===== src/rtl/spi_flash_reader.sv =====
module spi_flash_reader #(
  parameter int          CLK_DIV      = 4,
  parameter int          DESEL_CYCLES = 3,
  parameter logic [31:0] BASE_ADDR    = 32'h1800_0000
) (
  input  logic        clk,
  input  logic        rst_n,
  input  logic        req_valid,
  input  logic [31:0] req_addr,
  input  logic [1:0]  req_size,
  output logic        req_ready,
  output logic        rsp_valid,
  output logic [63:0] rsp_data,
  output logic        spi_cs_n,
  output logic        spi_sck,
  output logic        spi_mosi,
  input  logic        spi_miso
);
  localparam int HALF = CLK_DIV / 2;
  localparam int TMAX = (CLK_DIV > DESEL_CYCLES) ? CLK_DIV : DESEL_CYCLES;
  localparam int CW   = $clog2(TMAX + 1);

  typedef enum logic [2:0] {IDLE, SETUP, SHIFT, HOLD, GAP} state_t;

  state_t      state;
  logic [CW-1:0] cnt;
  logic [6:0]  bitn, nbits;
  logic [3:0]  nbytes;
  logic [31:0] tx;
  logic [63:0] rx, packed_le;
  logic [31:0] offs;

  assign offs      = req_addr - BASE_ADDR;
  assign req_ready = (state == IDLE);
  assign spi_mosi  = tx[31];

  always_comb begin
    packed_le = '0;
    for (int i = 0; i < 8; i++) begin
      if (i < int'(nbytes)) packed_le[8*i +: 8] = rx[8*(int'(nbytes) - 1 - i) +: 8];
    end
  end

  always_ff @(posedge clk or negedge rst_n) begin
    if (!rst_n) begin
      state     <= IDLE;
      cnt       <= '0;
      bitn      <= '0;
      nbits     <= '0;
      nbytes    <= '0;
      tx        <= '0;
      rx        <= '0;
      spi_cs_n  <= 1'b1;
      spi_sck   <= 1'b0;
      rsp_valid <= 1'b0;
      rsp_data  <= '0;
    end else begin
      rsp_valid <= 1'b0;
      case (state)
        IDLE: if (req_valid) begin
          tx       <= {8'h03, offs[23:0]};
          nbytes   <= 4'd1 << req_size;
          nbits    <= 7'd32 + (7'd8 << req_size);
          bitn     <= '0;
          cnt      <= '0;
          spi_cs_n <= 1'b0;
          state    <= SETUP;
        end
        SETUP: state <= SHIFT;
        SHIFT: begin
          if (cnt == CW'(HALF - 1)) begin
            cnt <= '0;
            if (!spi_sck) begin
              spi_sck <= 1'b1;
              rx      <= {rx[62:0], spi_miso};
            end else begin
              spi_sck <= 1'b0;
              tx      <= {tx[30:0], 1'b0};
              bitn    <= bitn + 7'd1;
              if (bitn == nbits - 7'd1) state <= HOLD;
            end
          end else begin
            cnt <= cnt + 1'b1;
          end
        end
        HOLD: begin
          if (cnt == CW'(CLK_DIV - 1)) begin
            cnt       <= '0;
            spi_cs_n  <= 1'b1;
            rsp_valid <= 1'b1;
            rsp_data  <= packed_le;
            state     <= GAP;
          end else begin
            cnt <= cnt + 1'b1;
          end
        end
        GAP: begin
          if (cnt >= CW'(DESEL_CYCLES - 1)) begin
            cnt   <= '0;
            state <= IDLE;
          end else begin
            cnt <= cnt + 1'b1;
          end
        end
        default: state <= IDLE;
      endcase
    end
  end
endmodule



===== config.mk =====
export PLATFORM = sky130hd
export DESIGN_NAME = spi_flash_reader
export DESIGN_NICKNAME = d
export VERILOG_FILES = /design/src/rtl/spi_flash_reader.sv
export SDC_FILE = /design/constraint.sdc
export NUM_CORES = 1
export LEC_CHECK = 0
export CORE_MARGIN = 2
export CORE_UTILIZATION = 48
export DETAILED_ROUTE_END_ITERATION = 6
export DONT_BUFFER_PORTS = 1
export HOLD_SLACK_MARGIN = 0.02
export PLACE_DENSITY_LB_ADDON = 0.15
export SYNTH_ARGS = -nofsm -noshare
export SYNTH_HDL_FRONTEND = slang
export SYNTH_SLANG_ARGS = --single-unit

===== constraint.sdc =====
create_clock -name clk -period 7.5 [get_ports clk]
set_input_delay 1.875 -clock clk [delete_from_list [all_inputs] [get_ports clk]]
set_output_delay 1.875 -clock clk [all_outputs]
set_load 0.03 [all_outputs]

==> results of run 1 <==
==> area by class of cell <==
class                           count  area share [%]
Timing Repair Buffer                8           0.561
Sequential cell                   182            42.6
Multi-Input combinational cell    630            47.2
Clock inverter                     14            1.68
Inverter                           22           0.772
Clock buffer                       18            4.01
Tap cell                          270            3.16
==> synthesized netlist by cell type (2+ instances only) <==
cell	n	area, um2
o21ai_1	6	30.0
a221o_1	2	20.0
nand3_1	13	65.1
xnor2_2	2	32.5
xnor2_1	7	61.3
mux2_2	75	845
buf_2	26	130
ha_1	18	225
buf_1	4	15.0
buf_4	10	75.1
o211a_1	7	70.1
or3_1	2	12.5
o2bb2ai_1	8	70.1
nor3_1	5	25.0
mux2i_1	59	591
nand3b_1	3	22.5
a22o_1	8	70.1
mux4_2	47	1060
nand2_1	128	480
dfrtp_1	181	4530
clkbuf_1	21	78.8
a31oi_1	25	156
a21oi_1	23	115
o21ai_0	83	415
nor2b_1	2	12.5
inv_1	20	75.1
and3_1	4	25.0
nand2b_1	7	43.8
nand4_1	4	25.0
xor2_1	7	61.3
o21bai_1	2	15.0
nor2_1	55	206
a2111oi_0	2	17.5
o22ai_1	2	12.5
==> through the flow <==
stage / total power (W) / area [um2]
global placement: 0.00142 / 10100
CTS: 0.00237 / 10700
floorplan: 0.00138 / 9960
global route: 0.00245 / 10700
detailed placement: 0.00144 / 10100
finish: 0.00235 / 10700
==> registers in the layout, indices dropped and copies added (netlist names) <==
signal     flops
bitn           7
cnt            3
nbits          4
nbytes         2
rsp_data      64
rsp_valid      1
rx            64
spi_cs_n       1
spi_sck        1
state          3
tx            32
==> power groups by stage <==
stage | clock [W] | sequential [W] | combinational (W)
2_1_floorplan | 0 | 0.00112 | 0.000259
5_1_grt | 0.000985 | 0.00113 | 0.000336
3_3_place_gp | 0 | 0.00113 | 0.000288
6_report | 0.000928 | 0.00112 | 0.000300
4_1_cts | 0.000951 | 0.00112 | 0.000301
3_5_place_dp | 0 | 0.00114 | 0.000301
==> cells in the final DEF (no fill, tap or decap), types with 3 or more instances in the layout <==
cell | Yosys | layout
inv_8 | 0 | 6
xnor2_1 | 7 | 7
mux2_2 | 75 | 75
ha_1 | 18 | 17
dfrtp_1 | 181 | 180
nor2_1 | 55 | 54
a22o_1 | 8 | 8
o211a_1 | 7 | 7
nor3_1 | 5 | 5
mux2i_1 | 59 | 59
o21ai_0 | 83 | 83
buf_4 | 10 | 8
inv_1 | 20 | 20
a21oi_1 | 23 | 23
nand4_1 | 4 | 4
and3_1 | 4 | 4
nand2_1 | 128 | 128
o2bb2ai_1 | 8 | 8
clkbuf_16 | 0 | 17
clkinv_4 | 0 | 4
mux4_2 | 47 | 47
a31oi_1 | 25 | 25
nand3b_1 | 3 | 3
o21ai_1 | 6 | 6
nand2b_1 | 7 | 7
nand3_1 | 13 | 13
xor2_1 | 7 | 7
==> cells by family (layout without fill, tap and decap cells) <==
family	count (synthesis)	in the layout	synth area share, %
adders and majority gates	18	18	2.26
and+or+nand+nor	232	232	10.0
muxes	181	181	25.0
xor gates and xnor gates	17	17	1.72
AOI/OAI and AO/OA	182	182	11.3
buffers and inverters	84	62	3.88
DFF	182	182	45.8
==> worst max-delay path: stages (launching register included) <==
cell,delay [ns]
dfrtp_1,0.52
inv_1,0.23
ha_1,0.39
xor2_2,0.80
inv_1,0.56
ha_1,0.39
o21ba_2,0.22
o21ai_0,0.09
and3_1,0.23
o21ai_1,0.52
o21ai_0,0.20
==> worst paths after layout <==
check / from / end / slack (ns) / cells past startpoint
max in group asynchronous: rst_n / nbits[3] / 5.85 / 0
min in group asynchronous: rst_n / rsp_valid / 1.14 / 0
max: nbits[4] / rsp_data[11] / 3.21 / 10
min reg2reg: bitn[0] / bitn[0] / 0.50 / 1
min: bitn[0] / bitn[0] / 0.50 / 1
max reg2reg: nbits[4] / rsp_data[11] / 3.21 / 10
==> routing by layer <==
layer	global-route usage (%)	part of all wire (%)
met1	31.7	46
met2	34.9	47
met3	5.34	6.0
met4	5.48	1.4
met5	0	0
==> flow_metrics.py, run 1 <==
metrics = {
    "status": {
        "status": "finished clean",
    },
    "worst_hold_path": {
        "hold_class": "flip-flop to flip-flop",
    },
    "layout": {
        "final_net_count": 917,
        "fillers": 1785,
        "final_util_pct": 52.7,
        "drive_gt1_share_pct": 20.4,
        "area_growth_pct": 7.44,
        "fin_cells": 1144,
        "n_antenna_cell": 0,
        "seqCellArea_um2": 4560,
        "multi_input_area_um2": 5050,
    },
    "logic_synthesis": {
        "yosys_register_bits": 182,
        "syn_inst": 896,
        "yosysUniqueCellTypes": 62,
        "synth_flop_cell": "dfrtp_1",
        "avgSynthCellArea_um2": 11.1,
        "synth_enable_flop_cells": 0,
        "synthArstFlopShare_pct": 100,
        "synth_area_um2": 9960,
        "yosysSeqAreaShare_pct": 45.8,
        "syn_nets": 952,
        "ys_warn_count": 1,
    },
    "sta": {
        "timing.setup.tns_ns": 0,
        "fmax_mhz": 233,
        "setup_viol": 0,
        "worst_slack_ns": 3.21,
        "hold_slack_ns": 0.501,
        "fin_crit_sh_pct": 57.2,
        "relSlewSlack_pct": 18.5,
        "final_hold_viol_count": 0,
        "period_minus_slack_ns": 4.29,
        "tightest_slew_ns": 1.22,
        "skew_ns": 0.0113,
        "drv_slew": 0,
        "rsz0062_at_grt": "false",
    },
    "setup_path": {
        "critPathKind": "flip-flop to flip-flop",
        "end_kind": "flip-flop",
        "arrival_ns": 4.58,
        "worst_setup_path_start_kind": "flip-flop",
        "critPathRequiredTime_ns": 7.79,
        "path_max_fanout": 18,
    },
    "routing": {
        "vias": 6920,
        "drc": 0,
        "vias_per_cell": 6.05,
        "ant_nets": 0,
        "avgRoutedWirePerCell_um": 20.7,
        "drt_iter0_drc": 439,
        "postRouteWirelength_um": 23600,
        "first_pass_iters": 5,
    },
    "clock_network": {
        "clkSinkCount": 182,
        "numCtsBuffers": 17,
        "cts_buffer_depth": 2,
        "cts_resized": 0,
        "htreeDepth": 4,
        "post_cts_buffers": 0,
        "root_buffer": "clkbuf_16",
        "clk_latency_ns": 0.43,
        "cts_tree": "yes",
        "clk_pin_slew_ns": 0.08,
        "cts_hold_buf": 0,
    },
    "pwr": {
        "seq_power_share_pct": 47.7,
        "p_leak_nw": 4.96,
        "internal-power_w": 0.00170,
        "switchingPower_w": 0.000643,
        "pwr-share-comb_pct": 12.8,
        "ir_drop_mv": 0.170,
        "power.density_nw_per_um2": 219,
        "p_sw_share_pct": 27.4,
        "clkPwrFrac_pct": 39.6,
    },
    "floorplanning": {
        "start_util_pct": 49.0,
        "dieArea_um2": 21900,
        "rows": 52,
        "die_x_um": 148,
        "pin_count": 107,
        "core-area_um2": 20300,
        "fp.dieH_um": 148,
    },
    "placed_design": {
        "numPortBuffers": 0,
        "gp_congestion": 0.842,
        "post-dp-hpwl_um": 16500,
        "numPlacedInstances": 1112,
        "pre_cts_slack_ns": 3.24,
    },
    "global_route": {
        "grtUsageTotal_pct": 22.3,
        "antenna_found_initial": 0,
        "gr-total-overflow": 0,
        "grt_max_degree": 183,
        "grt_first_pass_wirelength_um": 38300,
        "grt_pass1_vias": 6761,
    },
    "flow_run": {
        "maxCapViolCount": 0,
    },
}
No activity file was read; power rests on OpenSTA's default activity.
==> run 2, diff against run 1 <==
Clock period 7.5 ns to 3.55 ns, I/O delays scaled along.
==> flow_metrics.py, run 2 (same netlist as run 1, synthesis figures left out) <==
metrics = {
    "status": {
        "status": "finished clean",
    },
    "sta": {
        "relSlewSlack_pct": 24.4,
        "setup_viol": 0,
        "fin_crit_sh_pct": 91.0,
        "period_minus_slack_ns": 3.23,
        "hold_slack_ns": 0.152,
        "rsz0062_at_grt": "false",
        "final_hold_viol_count": 0,
        "tightest_slew_ns": 1.13,
        "fmax_mhz": 310,
        "drv_slew": 0,
        "skew_ns": 0.0119,
        "timing.setup.tns_ns": 0,
    },
    "layout": {
        "drive_gt1_share_pct": 20.9,
        "area_growth_pct": 7.45,
        "final_common_cell": "dfrtp_1",
        "final_net_count": 924,
        "n_antenna_cell": 0,
        "fin_area_um2": 10700,
        "mostFrequentLayoutCells": "180 x dfrtp_1, 128 x nand2_1, 83 x o21ai_0, 75 x mux2_2, 59 x mux2i_1",
        "reg_top3": "rsp_data x64, rx x64, tx x32",
    },
    "routing": {
        "drt_iter0_drc": 532,
        "first_pass_iters": 5,
        "vias": 6958,
        "drc": 0,
        "avgRoutedWirePerCell_um": 20.5,
        "vias_per_cell": 6.05,
        "ant_nets": 0,
        "postRouteWirelength_um": 23600,
    },
    "floorplanning": {
        "core-area_um2": 20300,
        "start_util_pct": 49.0,
        "pin_count": 107,
        "dieArea_um2": 21900,
        "die_x_um": 148,
        "rows": 52,
        "fp.dieH_um": 148,
    },
    "global_route": {
        "gr-total-overflow": 0,
        "grtUsageTotal_pct": 22.1,
        "antenna_found_initial": 0,
        "grt_pass1_vias": 6693,
        "grt_max_degree": 183,
        "grt_first_pass_wirelength_um": 38100,
    },
    "setup_path": {
        "max_stage_delay_ns": 0.63,
        "end_kind": "flip-flop",
        "cp_top_family": "compound AO/OA/AOI/OAI gates",
        "critPathKind": "flip-flop to flip-flop",
        "worst_setup_path_start_kind": "flip-flop",
        "arrival_ns": 3.51,
        "path_common_cell": "ha_1",
        "path_max_fanout": 16,
        "critPathRequiredTime_ns": 3.83,
        "cp_slowest_cell": "o221ai_1",
        "crit_buf_inv": 2,
        "crit_chain": "inv_1, ha_1, xor2_2, buf_4, ha_1, nor2b_1, o211ai_1, a21boi_0, o221ai_1, o21ai_0",
    },
    "clock_network": {
        "htreeDepth": 4,
        "root_buffer": "clkbuf_16",
        "cts_resized": 0,
        "clkSinkCount": 182,
        "cts_buffer_depth": 2,
        "post_cts_buffers": 0,
        "numCtsBuffers": 17,
        "clk_latency_ns": 0.44,
        "cts_tree": "yes",
        "clk_pin_slew_ns": 0.07,
        "cts_hold_buf": 0,
    },
    "pwr": {
        "p_leak_nw": 4.95,
        "finalPower_w": 0.00479,
        "ir_drop_mv": 0.386,
        "power.density_nw_per_um2": 448,
    },
    "placed_design": {
        "numPortBuffers": 0,
        "post-dp-hpwl_um": 16500,
        "place_area_um2": 10200,
        "gp_congestion": 0.874,
    },
    "flow_run": {
        "maxCapViolCount": 0,
    },
    "worst_hold_path": {
        "hold_class": "input port to async pin",
    },
}
## run 2: final cells by class
type | count | area (um2)
repair buffers | 15 | 125
fillers | 1798 | 9600
inverters | 22 | 82.6
multi-input cells | 630 | 5050
clock inverters | 13 | 113
well taps | 270 | 338
flip-flops and latches | 182 | 4560
clock buffers | 19 | 433
## run 2: stage by stage
step	util [%]	instances	worst slack, ns
after detailed placement	50.0	1119	0.261
after global routing	52.7	1151	0.0118
after floorplan	-	896	0.609
after global placement	50.0	1119	0.443
final	52.7	1151	0.319
after CTS	52.7	1151	0.266
## run 2: routing by layer
layer / GRT usage, % / vias up / wire length, um
met5: 0 / - / 0
li1: - / 3181 / -
met3: 4.85 / 19 / 1450
met1: 32.7 / 3565 / 11000
met2: 34.0 / 193 / 10900
met4: 4.62 / 0 / 242
## run 2: worst paths after layout
| path | slack [ns] | cells past startpoint | from | to |
|---|---|---|---|---|
| min in group clk | 0.50 | 1 | bitn[0] | bitn[0] |
| max in group asynchronous | 2.88 | 0 | rst_n | nbits[3] |
| worst max register to register | 0.32 | 10 | nbits[4] | rsp_data[47] |
| worst min-delay path | 0.15 | 0 | rst_n | rsp_valid |
| worst max-delay path | 0.32 | 10 | nbits[4] | rsp_data[47] |
| worst min register to register | 0.50 | 1 | bitn[0] | bitn[0] |
## run 2: where the power goes
part           switching, W  leakage [nW]  total (W)  internal (W)
Clock              0.000876         0.257    0.00180      0.000919
Sequential         0.000136          2.42    0.00236       0.00223
Combinational      0.000338          2.27   0.000636      0.000298
Total               0.00135          4.95    0.00479       0.00344
